<file path="src/rtl/epp_slave_pkg.sv">
package epp_slave_pkg;

  localparam logic [2:0] IDX_ADDR0 = 3'd0;
  localparam logic [2:0] IDX_ADDR3 = 3'd3;
  localparam logic [2:0] IDX_DATA  = 3'd4;
  localparam logic [2:0] IDX_MODE  = 3'd5;
  localparam logic [2:0] IDX_EN1   = 3'd6;
  localparam logic [2:0] IDX_EN0   = 3'd7;

  // strobes from control to datapath, valid for one cycle
  typedef struct packed {
    logic [3:0] addrByteWr;
    logic       modeWr;
    logic       en1Wr;
    logic       en0Wr;
    logic       loLatch;
    logic       memWrite;
    logic       memRead;
    logic       hiRead;
    logic       advance;
    logic       regRead;
    logic [2:0] regIdx;
  } ctrlStb_t;

endpackage

</file>
<file path="src/rtl/epp_slave_ctrl.sv">
module epp_slave_ctrl
  import epp_slave_pkg::*;
(
  input  logic       clk,
  input  logic       rstN,
  input  logic       addrStb,
  input  logic       dataStb,
  input  logic       wrDir,
  input  logic [7:0] busIn,
  input  logic       unlocked,
  output ctrlStb_t   stb,
  output logic       phaseHigh
);

  logic [2:0] idxReg;
  logic       phaseNext;

  always_ff @(posedge clk) begin
    if (!rstN) begin
      idxReg <= '0;
    end else if (addrStb) begin
      idxReg <= busIn[2:0];
    end
  end

  always_comb begin
    stb        = '0;
    stb.regIdx = idxReg;
    if (dataStb && !addrStb) begin
      if (wrDir) begin
        case (idxReg)
          IDX_DATA: begin
            if (unlocked) begin
              if (!phaseHigh) begin
                stb.loLatch = 1'b1;
              end else begin
                stb.memWrite = 1'b1;
                stb.advance  = 1'b1;
              end
            end
          end
          IDX_MODE: stb.modeWr = 1'b1;
          IDX_EN1:  stb.en1Wr  = 1'b1;
          IDX_EN0:  stb.en0Wr  = 1'b1;
          default:  stb.addrByteWr[idxReg[1:0]] = 1'b1;
        endcase
      end else begin
        stb.regRead = 1'b1;
        if (idxReg == IDX_DATA && unlocked) begin
          if (!phaseHigh) begin
            stb.memRead = 1'b1;
          end else begin
            stb.hiRead  = 1'b1;
            stb.advance = 1'b1;
          end
        end
      end
    end
  end

  always_comb begin
    phaseNext = phaseHigh;
    if (addrStb || (stb.addrByteWr != '0)) begin
      phaseNext = 1'b0;
    end else if (stb.loLatch || stb.memRead) begin
      phaseNext = 1'b1;
    end else if (stb.memWrite || stb.hiRead) begin
      phaseNext = 1'b0;
    end
  end

  always_ff @(posedge clk) begin
    if (!rstN) begin
      phaseHigh <= 1'b0;
    end else begin
      phaseHigh <= phaseNext;
    end
  end


  idx_latch_phase_chk: assert property (@(posedge clk) disable iff (!rstN)
    addrStb |=> !phaseHigh);


  rd_enters_high_chk: assert property (@(posedge clk) disable iff (!rstN)
    stb.memRead |=> phaseHigh);

endmodule

</file>
<file path="src/rtl/epp_slave_datapath.sv">
module epp_slave_datapath
  import epp_slave_pkg::*;
#(
  parameter int         ADDR_W   = 29,
  parameter int         PAGE_LSB = 1,
  parameter int         PAGE_MSB = 8,
  parameter logic [7:0] UNLOCK0  = 8'h05,
  parameter logic [7:0] UNLOCK1  = 8'h0A
) (
  input  logic              clk,
  input  logic              rstN,
  input  ctrlStb_t          stb,
  input  logic [7:0]        busIn,
  input  logic [15:0]       memRdData,
  input  logic              powerOn,
  input  logic              dramWritten,
  input  logic              cartWritten,
  output logic [7:0]        busOut,
  output logic [ADDR_W-1:0] memAddr,
  output logic [15:0]       memWrData,
  output logic              memWrEn,
  output logic              memRdEn,
  output logic [7:0]        modeOut,
  output logic [7:0]        enable1Out,
  output logic [7:0]        enable0Out,
  output logic              unlocked
);

  localparam int ADDR_BYTES = (ADDR_W + 7) / 8;
  localparam int FULL_W     = ADDR_BYTES * 8;
  localparam int TOP_W      = ADDR_W - 8 * (ADDR_BYTES - 1);
  localparam int STAT_W     = 8 - TOP_W;
  localparam int PAGE_W     = PAGE_MSB - PAGE_LSB + 1;

  logic [FULL_W-1:0] addrReg;
  logic [FULL_W-1:0] addrNext;
  logic [7:0]        loByte;
  logic [7:0]        holdHi;
  logic [7:0]        readByte;
  logic [STAT_W-1:0] statusBits;
  logic [PAGE_W-1:0] pageNext;

  assign statusBits = STAT_W'({powerOn, dramWritten, cartWritten});

  // next address: byte writes, then in-page word step
  always_comb begin
    addrNext = addrReg;
    for (int b = 0; b < ADDR_BYTES; b++) begin
      if (stb.addrByteWr[b]) begin
        addrNext[8*b +: 8] = busIn;
      end
    end
    if (FULL_W > ADDR_W) begin
      addrNext[FULL_W-1:ADDR_W] = '0;
    end
    pageNext = addrReg[PAGE_MSB:PAGE_LSB] + PAGE_W'(1);
    if (stb.advance) begin
      addrNext[PAGE_MSB:PAGE_LSB] = pageNext;
    end
  end

  always_ff @(posedge clk) begin
    if (!rstN) begin
      addrReg <= '0;
    end else begin
      addrReg <= addrNext;
    end
  end

  // control bytes
  always_ff @(posedge clk) begin
    if (!rstN) begin
      modeOut    <= '0;
      enable1Out <= '0;
      enable0Out <= '0;
    end else begin
      if (stb.modeWr) modeOut    <= busIn;
      if (stb.en1Wr)  enable1Out <= busIn;
      if (stb.en0Wr)  enable0Out <= busIn;
    end
  end

  assign unlocked = (enable0Out == UNLOCK0) && (enable1Out == UNLOCK1);

  // word assembly and hold
  always_ff @(posedge clk) begin
    if (!rstN) begin
      loByte <= '0;
      holdHi <= '0;
    end else begin
      if (stb.loLatch) loByte <= busIn;
      if (stb.memRead) holdHi <= memRdData[15:8];
    end
  end

  assign memAddr   = {addrReg[ADDR_W-1:1], 1'b0};
  assign memWrData = {busIn, loByte};
  assign memWrEn   = stb.memWrite;
  assign memRdEn   = stb.memRead;

  // read mux
  always_comb begin
    readByte = '0;
    if (stb.memRead) begin
      readByte = memRdData[7:0];
    end else if (stb.hiRead) begin
      readByte = holdHi;
    end else begin
      case (stb.regIdx)
        3'd0:    readByte = addrReg[7:0];
        3'd1:    readByte = addrReg[15:8];
        3'd2:    readByte = addrReg[23:16];
        3'd3:    readByte = {statusBits, addrReg[ADDR_W-1 -: TOP_W]};
        default: readByte = '0;
      endcase
    end
  end

  always_ff @(posedge clk) begin
    if (!rstN) begin
      busOut <= '0;
    end else if (stb.regRead) begin
      busOut <= readByte;
    end
  end


  page_step_chk: assert property (@(posedge clk) disable iff (!rstN)
    memWrEn |=> (addrReg[PAGE_MSB:PAGE_LSB] == PAGE_W'($past(addrReg[PAGE_MSB:PAGE_LSB]) + 1))
             && (addrReg[ADDR_W-1:PAGE_MSB+1] == $past(addrReg[ADDR_W-1:PAGE_MSB+1])));


  rd_low_byte_chk: assert property (@(posedge clk) disable iff (!rstN)
    memRdEn |=> busOut == $past(memRdData[7:0]));


  bus_hold_chk: assert property (@(posedge clk) disable iff (!rstN)
    !stb.regRead |=> $stable(busOut));

endmodule

</file>
<file path="src/rtl/epp_index_slave.sv">
module epp_index_slave
  import epp_slave_pkg::*;
#(
  parameter int         ADDR_W  = 29,
  parameter logic [7:0] UNLOCK0 = 8'h05,
  parameter logic [7:0] UNLOCK1 = 8'h0A
) (
  input  logic              clk,
  input  logic              rstN,
  input  logic              addrStb,
  input  logic              dataStb,
  input  logic              wrDir,
  input  logic [7:0]        busIn,
  output logic [7:0]        busOut,
  input  logic              powerOn,
  input  logic              dramWritten,
  input  logic              cartWritten,
  output logic [ADDR_W-1:0] memAddr,
  output logic [15:0]       memWrData,
  output logic              memWrEn,
  output logic              memRdEn,
  input  logic [15:0]       memRdData,
  output logic [7:0]        modeOut,
  output logic [7:0]        enable1Out,
  output logic [7:0]        enable0Out
);

  ctrlStb_t stb;
  logic     unlocked;
  logic     phaseHigh;

  epp_slave_ctrl ctrl_i (
    .clk       (clk),
    .rstN      (rstN),
    .addrStb   (addrStb),
    .dataStb   (dataStb),
    .wrDir     (wrDir),
    .busIn     (busIn),
    .unlocked  (unlocked),
    .stb       (stb),
    .phaseHigh (phaseHigh)
  );

  epp_slave_datapath #(
    .ADDR_W   (ADDR_W),
    .PAGE_LSB (1),
    .PAGE_MSB (8),
    .UNLOCK0  (UNLOCK0),
    .UNLOCK1  (UNLOCK1)
  ) dp_i (
    .clk         (clk),
    .rstN        (rstN),
    .stb         (stb),
    .busIn       (busIn),
    .memRdData   (memRdData),
    .powerOn     (powerOn),
    .dramWritten (dramWritten),
    .cartWritten (cartWritten),
    .busOut      (busOut),
    .memAddr     (memAddr),
    .memWrData   (memWrData),
    .memWrEn     (memWrEn),
    .memRdEn     (memRdEn),
    .modeOut     (modeOut),
    .enable1Out  (enable1Out),
    .enable0Out  (enable0Out),
    .unlocked    (unlocked)
  );


  req_exclusive_chk: assert property (@(posedge clk) disable iff (!rstN)
    $onehot0({memWrEn, memRdEn}));


  locked_no_req_chk: assert property (@(posedge clk) disable iff (!rstN)
    (memWrEn || memRdEn) |-> (enable0Out == UNLOCK0 && enable1Out == UNLOCK1));


  wr_after_low_chk: assert property (@(posedge clk) disable iff (!rstN)
    memWrEn |=> !memWrEn);

endmodule

</file>
<file path="config.mk">
export PLATFORM = sky130hd
export DESIGN_NAME = epp_index_slave
export DESIGN_NICKNAME = d
export VERILOG_FILES = /design/src/rtl/epp_slave_pkg.sv /design/src/rtl/epp_slave_ctrl.sv /design/src/rtl/epp_slave_datapath.sv /design/src/rtl/epp_index_slave.sv
export SDC_FILE = /design/constraint.sdc
export NUM_CORES = 1
export LEC_CHECK = 0
export BUFFER_PORTS_ARGS = -buffer_cell sky130_fd_sc_hd__buf_2
export CAP_MARGIN = 20
export CORE_UTILIZATION = 38
export DETAILED_ROUTE_END_ITERATION = 10
export GPL_TIMING_DRIVEN = 0
export MAX_ROUTING_LAYER = met4
export PLACE_DENSITY = 0.63
export REMOVE_ABC_BUFFERS = 1
export SYNTH_ARGS = -nofsm -noshare
export SYNTH_HDL_FRONTEND = slang
export SYNTH_SLANG_ARGS = --single-unit
</file>
<file path="constraint.sdc">
create_clock -name clk -period 2.13 [get_ports clk]
set_input_delay 0.213 -clock clk [delete_from_list [all_inputs] [get_ports clk]]
set_output_delay 0.213 -clock clk [all_outputs]
set_load 0.01 [all_outputs]
</file>
Word level (Yosys, flattened, before mapping)
Cells that the tools add are included.
{"block": "totals", "wordCells": 69, "reg_bits": 81}
{"block": "op_classes", "addsub": 1, "bitwise": 1, "mux": 27, "reduce_logical": 15, "eq_ne": 9, "magnitude_cmp": 2}
{"operator": "$mux 8", "n": 4}
{"operator": "$pmux 8 s4", "n": 1}
{"operator": "$mux 1", "n": 13}
{"operator": "$mux 13", "n": 1}
{"operator": "$eq 3x3->1 const B", "n": 4}
{"operator": "$mux 9", "n": 1}
{"operator": "$add 8x1->8 const B", "n": 1}
{"operator": "$eq 8x3->1 const B", "n": 1}
{"operator": "$eq 8x4->1 const B", "n": 1}
{"operator": "$mux 2", "n": 4}
{"operator": "$eq 3x2->1 const B", "n": 2}
{"operator": "$reduce_bool 2->1", "n": 3}
{"operator": "$logic_and 1x1->1", "n": 4}
{"operator": "$mux 4", "n": 1}
{"operator": "$reduce_bool 4->1", "n": 1}
{"operator": "$reduce_or 4->1", "n": 1}
{"operator": "$eq 3x1->1 const B", "n": 1}
{"operator": "$logic_not 3->1", "n": 1}
{"operator": "$logic_or 1x1->1", "n": 3}
{"operator": "$lt 2x3->1 const B", "n": 1}
{"operator": "$mux 3", "n": 1}
{"operator": "$demux 1 s2", "n": 1}
{"operator": "$ge 2x1->1 const B", "n": 1}
{"operator": "$reduce_or 2->1", "n": 1}
{"operator": "2 further kinds", "n": 2}

Logic depth before layout (Yosys ltp)
Gate-level depths: netlist of run 1.
{"block": "depth", "ltp_word": 10, "depth_mapped": 7}

By module
A second synthesis of run 1 with hierarchy kept.
{"block": "hier_totals", "cells_unflattened": 380, "hier_area_um2": 3794.9}
{"mod": "epp_slave_datapath", "seq_area_each_um2": 1541.5, "instances": 1, "cells_per_inst": 343, "area_each_um2": 3497.1}
{"mod": "epp_slave_ctrl", "seq_area_each_um2": 80.1, "instances": 1, "cells_per_inst": 37, "area_each_um2": 297.8}

Worst setup path before layout of run 1
Ideal clock, no wire load.
{"block": "synth_timing", "kind": "register -> output", "start": "reg dp_i.enable0Out[7]", "end": "out memRdEn", "required_ns": 1.917, "t_arrival_ns": 1.684, "slack_ns": 0.233, "path_buffers": 2, "path_stages_with_launch": 7, "cell_sequence": "dfxtp_1 > nor4_2 > and4_1 > buf_2 > buf_2 > nand3_1 > nor3_1"}
{"block": "synth_between", "elab_chain_len": 6}
{"item": "start: declaration", "line_no": "epp_slave_datapath.sv:25", "rtl": "output logic [7:0] enable0Out,"}
{"item": "start signal: assignment", "line_no": "epp_slave_datapath.sv:79", "rtl": "if (stb.en0Wr) enable0Out <= busIn;"}
{"item": "$eq 8x3->1", "line_no": "epp_slave_datapath.sv:83", "rtl": "assign unlocked = (enable0Out == UNLOCK0) && (enable1Out == UNLOCK1);"}
{"item": "$logic_and 1x1->1", "line_no": "epp_slave_datapath.sv:83"}
{"item": "$logic_and 1x1->1", "line_no": "epp_slave_ctrl.sv:49", "rtl": "if (idxReg == IDX_DATA && unlocked) begin"}
{"item": "$mux 3", "line_no": "epp_slave_ctrl.sv:49"}
{"item": "$mux 2", "line_no": "epp_slave_ctrl.sv:30", "rtl": "if (wrDir) begin"}
{"item": "$mux 13", "line_no": "epp_slave_ctrl.sv:29", "rtl": "if (dataStb && !addrStb) begin"}
{"item": "end: declaration", "line_no": "epp_index_slave.sv:21", "rtl": "output logic memRdEn,"}
Every way passes these cells.

Worst setup path after layout of run 1
{"block": "layout_timing", "start": "reg ctrl_i.idxReg[0]", "end": "out memRdEn"}
{"block": "layout_between", "elab_chain_len": 5}
{"item": "start: declaration", "line_no": "epp_slave_ctrl.sv:15", "rtl": "logic [2:0] idxReg;"}
{"item": "start signal: assignment", "line_no": "epp_slave_ctrl.sv:22", "rtl": "idxReg <= busIn[2:0];"}
{"item": "$eq 3x3->1", "line_no": "epp_slave_ctrl.sv:49"}
{"item": "$logic_and 1x1->1", "line_no": "epp_slave_ctrl.sv:49"}
{"item": "$mux 3", "line_no": "epp_slave_ctrl.sv:49"}
{"item": "$mux 2", "line_no": "epp_slave_ctrl.sv:30"}
{"item": "$mux 13", "line_no": "epp_slave_ctrl.sv:29"}
Every way passes these cells.

==> impl_metrics.yaml, run 1 <==
worst_setup_path:
  start_kind: "flip-flop"
  critical_path_required_ps: 1920
  arrival_ps: 1810
  crit_chain: "nor4b_4 -> and4_4 -> nand3_1 -> nor3_2 -> buf_2"
  critical_path_class: "reg -> out"
  critPathMaxStageDelay_ps: 390
  end_kind: "output pin"
  cp_max_fo: 7
  critPathSlowestCell: "dfxtp_4"
cells_and_area:
  final_common_cell: "buf_2"
  final_util: 0.459
  diodes: 0
  fin_nets: 591
  finalNonFillerCells: 698
  syn_to_final_growth_pct: 15.0
  mostFrequentLayoutCells: "buf_2, nand2_1, dfxtp_1"
  drive_gt1_frac: 0.276
flow_run:
  maxCapViolCount: 0
sta:
  period_needed_ps: 2030
  maxSlewViolCount: 0
  final.hold.worst_slack_ps: 106
  fin_worst_skew_ps: 13.4
  worst_pin_slew_ps: 842
  finalSetupViolations: 0
  min_period_over_period: 0.951
  timing.fmax_mhz: 493
  rsz0062_at_grt: "false"
  final_hold_viol_count: 0
  maxSlewHeadroom: 0.439
global_routing:
  grt_pass1_wl_um: 19800
  grt_max_degree: 50
  grt.overflow.total: 0
  grt_use_total: 0.229
  antenna_found_initial: 0
  grt_pass1_vias: 3786
yosys:
  yosys_warnings: 0
  netlist.area_leader.share: 0.387
  ys_seq_area_frac: 0.387
  synthTopCellsByArea: "dfxtp_1, mux2i_1, nand2_1"
  synth_edf_count: 0
  syn_area_per_cell_um2: 8.30
  ys_types: 49
  async_flop_share: 0
  ys.flop_type: "dfxtp_1"
  synth-seq-cells: 81
  yosysTopAreaCell: "dfxtp_1"
  syn_inst: 505
  netlist_area_mm2: 0.00419
clock_network:
  cts_htree_levels: 3
  clock_sinks: 81
  clk_pin_slew_worst_paths_ps: 90
  cts_tree: "yes"
  cts-root-buf: "clkbuf_8"
  clock_latency_ps: 360
  clk_path_buf_depth: 2
  cts_buffers: 9
floorplan:
  io_pins: 111
  row_count: 37
  die_area_mm2: 0.0115
  die_h_um: 107
  start_util: 0.399
  die_w_um: 107
  core-area_mm2: 0.0105
routing:
  drt_pass1_iterations: 5
  routed_wl_um: 12400
  wl_per_cell_um: 17.7
  route.vias.total: 3811
  via_per_inst: 5.46
  drc_errors: 0
  ant_nets: 0
  drt_iter0_markers: 310
pwr:
  peakVddDrop_uv: 339
  finalPower_mw: 2.80
  powerDensity_mw_per_mm2: 581
  leakage_nw: 1.83
place:
  port-buffer-count: 109
  gp_congestion: 0.834
  dp_hpwl_um: 8250
  dp_cells: 677
run_status:
  status: "finished, final reports clean"
hold_path:
  hp-class: "in -> reg"
-- power breakdown --
| group | leakage [nW] | switching, mW | internal, mW |
|---|---|---|---|
| clock network | 0.0854 | 0.568 | 0.452 |
| logic | 1.09 | 0.153 | 0.0770 |
| registers | 0.655 | 0.0270 | 1.52 |
-- worst max-delay path, delay by kind of cell, from the launching register on --
family / cells / cell delay [ps]
buf+inv: 1 / 160
simple gates: 4 / 910
flops: 1 / 390
-- layer usage --
metal  track usage  routed length [um]
met2         0.349                5590
met4        0.0665                 159
met1         0.300                5690
met3        0.0578                 910
met5             -                   0
-- through the flow --
stage	setup slack (ps)	TNS, ps	instance area, um^2
floorplan	-904	-8630	3760
global placement	-1810	-50810	4480
detailed placement	-1650	-44010	4500
CTS	-0.171	-0.171	4780
global route	6.38	0	4820
finish	103	0	4820
-- path summary, 6_finish.rpt --
check                        start              to  slack, ps  depth (start not counted)
setup / recovery  ctrl_i.idxReg[0]         memRdEn        100                          5
hold / removal       memRdData[14]  dp_i.holdHi[6]        110                          3
setup reg to reg  ctrl_i.idxReg[0]  dp_i.holdHi[3]        140                          5
hold reg to reg     dp_i.busOut[0]  dp_i.busOut[0]        450                          2
-- timing repair --
| action | in CTS | in global routing |
|---|---|---|
| gates cloned | 1 | 0 |
| setup buffers | 4 | 1 |
| pin swaps | 4 | 3 |
| setup endpoints to repair | 80 | 43 |
| hold buffers | 0 | 0 |
| resized for setup | 11 | 8 |
-- kinds of logic after synthesis --
logic type | count (synthesis) | share of synthesized area
adder cells (fa/ha/maj) | 1 | 0.00298
AND/OR/NAND/NOR | 187 | 0.231
flip-flops | 81 | 0.387
multiplexers | 50 | 0.122
AO/OA/AOI/OAI | 102 | 0.147
other | 1 | 0.000894
buffers and inverters | 83 | 0.110
-- registers in the layout (all words and copies together) (netlist names) --
| register | flops |
|---|---|
| ctrl_i.idxReg | 3 |
| ctrl_i.phaseHigh | 1 |
| dp_i.busOut | 8 |
| dp_i.holdHi | 8 |
| dp_i.enable1Out | 8 |
| dp_i.enable0Out | 8 |
| dp_i.loByte | 8 |
| dp_i.modeOut | 8 |
| dp_i.addrReg | 29 |
-- cell usage after synthesis, types with 8 or more instances --
| master | count |
|---|---|
| nand2_1 | 86 |
| dfxtp_1 | 81 |
| mux2i_1 | 49 |
| buf_4 | 38 |
| a21oi_1 | 35 |
| clkbuf_1 | 30 |
| o21ai_0 | 27 |
| nor2_1 | 25 |
| nor3_1 | 24 |
| a22oi_1 | 8 |
| inv_1 | 8 |
| nor2b_1 | 8 |
-- area by class of cell --
type / instances / area [um^2]
fill: 1052 / 5690
inverter: 8 / 30.0
sequential: 81 / 1630
clock buffer: 11 / 141
timing repair buffer: 116 / 633
tap: 136 / 170
multi-input combinational: 342 / 2190
clock inverter: 4 / 30.0
Power figures use the tool's default switching activity.
==> run 2: changes to the inputs <==
--- a/config.mk
+++ b/config.mk
@@ -12,7 +12,9 @@
 export GPL_TIMING_DRIVEN = 0
 export MAX_ROUTING_LAYER = met4
 export PLACE_DENSITY = 0.63
+export RECOVER_POWER = 50
 export REMOVE_ABC_BUFFERS = 1
+export SETUP_SLACK_MARGIN = 0.05
 export SYNTH_ARGS = -nofsm -noshare
 export SYNTH_HDL_FRONTEND = slang
 export SYNTH_SLANG_ARGS = --single-unit
==> run 2 against run 1 <==
Total power is 0.37% lower. Via count is 1.2% higher. Highest routed layer unchanged. Register-to-register slack better by 60 ps. Worst hold slack better by 2.4 ps. Critical path type unchanged. Flip-flop and latch count stayed put. Utilization is 0.81 points lower. Design area is 1.8% lower. Critical path depth is 1 lower. Largest cell class unchanged.
==> impl_metrics.yaml, run 2 (synthesis results as in run 1) <==
routing:
  drc_errors: 0
  routed_wl_um: 12400
  via_per_inst: 5.49
  drt_iter0_markers: 335
  wl_per_cell_um: 17.6
  drt_pass1_iterations: 5
  ant_nets: 0
  route.vias.total: 3855
sta:
  min_period_over_period: 0.958
  worst_pin_slew_ps: 814
  final_hold_viol_count: 0
  maxSlewViolCount: 0
  final.hold.worst_slack_ps: 109
  timing.fmax_mhz: 490
  fin_worst_skew_ps: 13.0
  period_needed_ps: 2040
  rsz0062_at_grt: "true"
  fin_ws_ps: 89.4
  finalSetupViolations: 0
  maxSlewHeadroom: 0.457
floorplan:
  die_area_mm2: 0.0115
  die_h_um: 107
  row_count: 37
  die_w_um: 107
  io_pins: 111
  core-area_mm2: 0.0105
  start_util: 0.399
global_routing:
  grt_max_degree: 50
  grt_use_total: 0.229
  grt_pass1_wl_um: 19800
  antenna_found_initial: 0
  grt_pass1_vias: 3786
  grt.overflow.total: 0
clock_network:
  cts_tree: "yes"
  clk_path_buf_depth: 2
  clock_latency_ps: 360
  clock_sinks: 81
  cts-root-buf: "clkbuf_8"
  cts_htree_levels: 3
  clk_pin_slew_worst_paths_ps: 90
  cts_buffers: 9
cells_and_area:
  fin_nets: 595
  drive_gt1_frac: 0.143
  regArea_mm2: 0.00163
  regMostFlops: "dp_i.addrReg"
  final_common_cell: "nand2_1"
  mostFrequentLayoutCells: "nand2_1, clkbuf_1, dfxtp_1"
  multiInputGateArea_mm2: 0.00218
  syn_to_final_growth_pct: 13.0
  diodes: 0
  n_fill_cell: 1098
  largest_reg_flops: 29
worst_setup_path:
  arrival_ps: 1830
  critical_path_class: "reg -> out"
  start_kind: "flip-flop"
  cp_max_fo: 15
  crit_chain: "nand4bb_4 -> nor3_2 -> and3_1 -> buf_2"
  critPathSlowestCell: "nand4bb_4"
  critPathMaxStageDelay_ps: 400
  critical_path_required_ps: 1920
  end_kind: "output pin"
place:
  port-buffer-count: 109
  gp_congestion: 0.834
  place_ws_ps: -1650
  dp_hpwl_um: 8250
pwr:
  powerDensity_mw_per_mm2: 589
  peakVddDrop_uv: 337
  leakage_nw: 1.53
run_status:
  status: "finished, final reports clean"
hold_path:
  hp-class: "in -> reg"
flow_run:
  maxCapViolCount: 0
## run 2: timing repair
item,in CTS,in global routing
hold buffers,0,0
buffers inserted,4,5
endpoints found under the setup margin,80,45
pin swaps,4,5
gates resized for setup,12,6
cloned,1,0
## run 2: metrics by stage
| stage | utilization | instance area, um^2 | power, mW | cells | setup TNS, ps |
|---|---|---|---|---|---|
| 2_1_floorplan | - | 3760 | 1.67 | 430 | -8630 |
| 3_3_place_gp | 0.426 | 4480 | 1.80 | 675 | -50810 |
| 3_5_place_dp | 0.429 | 4500 | 1.81 | 677 | -44010 |
| 4_1_cts | 0.455 | 4780 | 2.82 | 697 | 0 |
| 5_1_grt | 0.451 | 4740 | 2.90 | 702 | 0 |
| 6_report | 0.451 | 4740 | 2.79 | 702 | 0 |
## run 2: final timing paths
path | startpoint | to | slack [ps] | cells past startpoint
hold reg to reg | dp_i.busOut[0] | dp_i.busOut[0] | 450 | 2
setup / recovery | dp_i.enable0Out[6] | memWrEn | 90 | 4
setup reg to reg | ctrl_i.idxReg[1] | dp_i.modeOut[1] | 200 | 4
hold / removal | memRdData[14] | dp_i.holdHi[6] | 110 | 3
## run 2: metal layers
metal	vias to the layer above	part of all wire	track usage
met4	0	0.012	0.0665
met3	13	0.084	0.0578
met1	1800	0.45	0.300
li1	1849	-	-
met5	-	0	-
met2	193	0.45	0.349
## run 2: critical path: cells and delay by family (launching register included)
| kind | cells | cell delay, ps |
|---|---|---|
| AND/OR/NAND/NOR | 3 | 980 |
| flip-flops | 1 | 340 |
| buffers and inverters | 1 | 130 |
## run 2: cell type report
type	count	area share
inverter	8	0.00634
clock inverter	4	0.00634
tap	136	0.0359
sequential	81	0.344
clock buffer	11	0.0298
timing repair buffer	120	0.117
multi-input combinational	342	0.460
## run 2: where the power goes
part	switching, mW	internal [mW]
clock	0.565	0.452
sequential	0.0263	1.52
combinational	0.152	0.0710
==> run 3: changes to the inputs <==
--- a/config.mk
+++ b/config.mk
@@ -11,7 +11,7 @@
 export DETAILED_ROUTE_END_ITERATION = 10
 export GPL_TIMING_DRIVEN = 0
 export MAX_ROUTING_LAYER = met4
-export PLACE_DENSITY = 0.63
+export PLACE_DENSITY = 0.65
 export RECOVER_POWER = 50
 export REMOVE_ABC_BUFFERS = 1
 export SETUP_SLACK_MARGIN = 0.05
==> constraint.sdc (replaced) <==
create_clock -name clk -period 1.7 [get_ports clk]
set_input_delay 0.17 -clock clk [delete_from_list [all_inputs] [get_ports clk]]
set_output_delay 0.17 -clock clk [all_outputs]
set_load 0.01 [all_outputs]
==> run 3 against run 2 <==
The flow now finishes with violations (setup timing). Clock skew is 1.1 ps higher. Combinational power is 41% higher. Wire length is 3.8% higher. Flip-flop and latch count stayed put. First-iteration DRC count is 16% higher. Clock power is 48% higher. Count of clock-buffer cells in the layout is 2 lower. Non-clock buffer count is 19 higher. Critical endpoint is now memRdEn. Sequential share of layout area is 2.0 points lower.
==> impl_metrics.yaml, run 3 (synthesis results as in run 1) <==
routing:
  ant_nets: 0
  wl_per_cell_um: 17.8
  route.vias.total: 3979
  via_per_inst: 5.51
  drc_errors: 0
  drt_pass1_iterations: 5
  routed_wl_um: 12800
  drt_iter0_markers: 389
sta:
  fin_worst_skew_ps: 14.1
  timing.fmax_mhz: 525
  worst_pin_slew_ps: 689
  final_hold_viol_count: 0
  rsz0062_at_grt: "true"
  maxSlewViolCount: 0
  period_needed_ps: 1900
  fin_ws_ps: -203
  finalSetupViolations: 31
  min_period_over_period: 1.12
  final.hold.worst_slack_ps: 43.0
  maxSlewHeadroom: 0.541
floorplan:
  io_pins: 111
  die_w_um: 107
  row_count: 37
  die_area_mm2: 0.0115
  die_h_um: 107
  core-area_mm2: 0.0105
  start_util: 0.399
run_status:
  status: "complete, but fails checks"
  violations: "setup timing"
cells_and_area:
  finalNonFillerCells: 722
  final_common_cell: "nand2_1"
  regMostFlops: "dp_i.addrReg"
  largest_reg_flops: 29
  syn_to_final_growth_pct: 20.9
  final_util: 0.482
  mostFrequentLayoutCells: "nand2_1, dfxtp_1, buf_2"
  regArea_mm2: 0.00164
  n_fill_cell: 1039
  multiInputGateArea_mm2: 0.00227
  drive_gt1_frac: 0.247
  fin_nets: 614
  diodes: 0
worst_setup_path:
  critPathMaxStageDelay_ps: 350
  critical_path_class: "reg -> out"
  worst-path-buf-inv: 1
  end_kind: "output pin"
  critical_path_required_ps: 1530
  arrival_ps: 1730
  critical-path-top-delay-family: "simple AND/OR/NAND/NOR gates"
  crit_chain: "nor4b_4 -> and4_4 -> nand3_2 -> nor3_2 -> buf_2"
  start_kind: "flip-flop"
  rrSetupSlack_ps: -140
  cp_max_fo: 3
  critPathSlowestCell: "dfxtp_2"
place:
  port-buffer-count: 109
  dp_cells: 676
  place_ws_ps: -1950
  gp_congestion: 0.813
  dp_hpwl_um: 8140
global_routing:
  grt_max_degree: 57
  antenna_found_initial: 0
  grt.overflow.total: 0
  grt_pass1_vias: 3725
  grt_pass1_wl_um: 19700
  grt_use_total: 0.231
clock_network:
  cts-root-buf: "clkbuf_8"
  cts_tree: "yes"
  cts_htree_levels: 3
  cts_buffers: 9
  clk_path_buf_depth: 2
  clock_sinks: 81
  clk_pin_slew_worst_paths_ps: 90
  clock_latency_ps: 370
  holdBufCountCts: 0
hold_path:
  hp-class: "in -> reg"
pwr:
  powerDensity_mw_per_mm2: 741
  peakVddDrop_uv: 507
  leakage_nw: 1.77
  finalPower_mw: 3.76
flow_run:
  maxCapViolCount: 0
run 3: worst reg2reg max path: stages, from the launching register on:
cell       delay [ps]
dfxtp_4           400
nand4bb_2         500
or2_2             520
o2111ai_1         140
o221ai_1          150
run 3: per-layer routing:
layer,track usage,vias to the layer above,part of all wire
met4,0.0665,0,0.020
met5,-,-,0
met1,0.289,1856,0.44
li1,-,1901,-
met3,0.0620,20,0.080
met2,0.365,202,0.46
run 3: stage by stage:
| step | area, um^2 | TNS, ps |
|---|---|---|
| after floorplan | 3760 | -30230 |
| after global placement | 4480 | -85760 |
| after detailed placement | 4480 | -79060 |
| after CTS | 4950 | -2060 |
| after global routing | 5070 | -3930 |
| final | 5070 | -2000 |
run 3: report_power, final:
group / internal [mW] / leakage [nW] / total, mW / switching [mW]
registers: 1.91 / 0.659 / 1.93 / 0.0235
logic: 0.104 / 1.00 / 0.314 / 0.211
clock network: 0.710 / 0.107 / 1.51 / 0.801
run 3: final cells by class:
| cell class | count | share of cell area |
|---|---|---|
| multi-input combinational | 342 | 0.449 |
| sequential | 81 | 0.324 |
| timing repair buffer | 139 | 0.145 |
| tap | 136 | 0.0336 |
| clock buffer | 9 | 0.0244 |
| clock inverter | 7 | 0.0168 |
| inverter | 8 | 0.00716 |
run 3: timing repair:
item                                    in CTS  in global routing
endpoints found under the hold margin        0                  0
resized for setup                           33                 21
buffers inserted                            15                 15
pin swaps                                   10                  9
gates cloned                                 1                  0
endpoints found under the setup margin      80                 71
run 3: path summary, 6_finish.rpt:
kind,startpoint,to,cells after the start
min,memRdData[11],dp_i.holdHi[3],3
max reg2reg,ctrl_i.idxReg[1],dp_i.addrReg[6],4
max,dp_i.enable1Out[7],memRdEn,5
min reg2reg,dp_i.loByte[5],dp_i.loByte[5],2
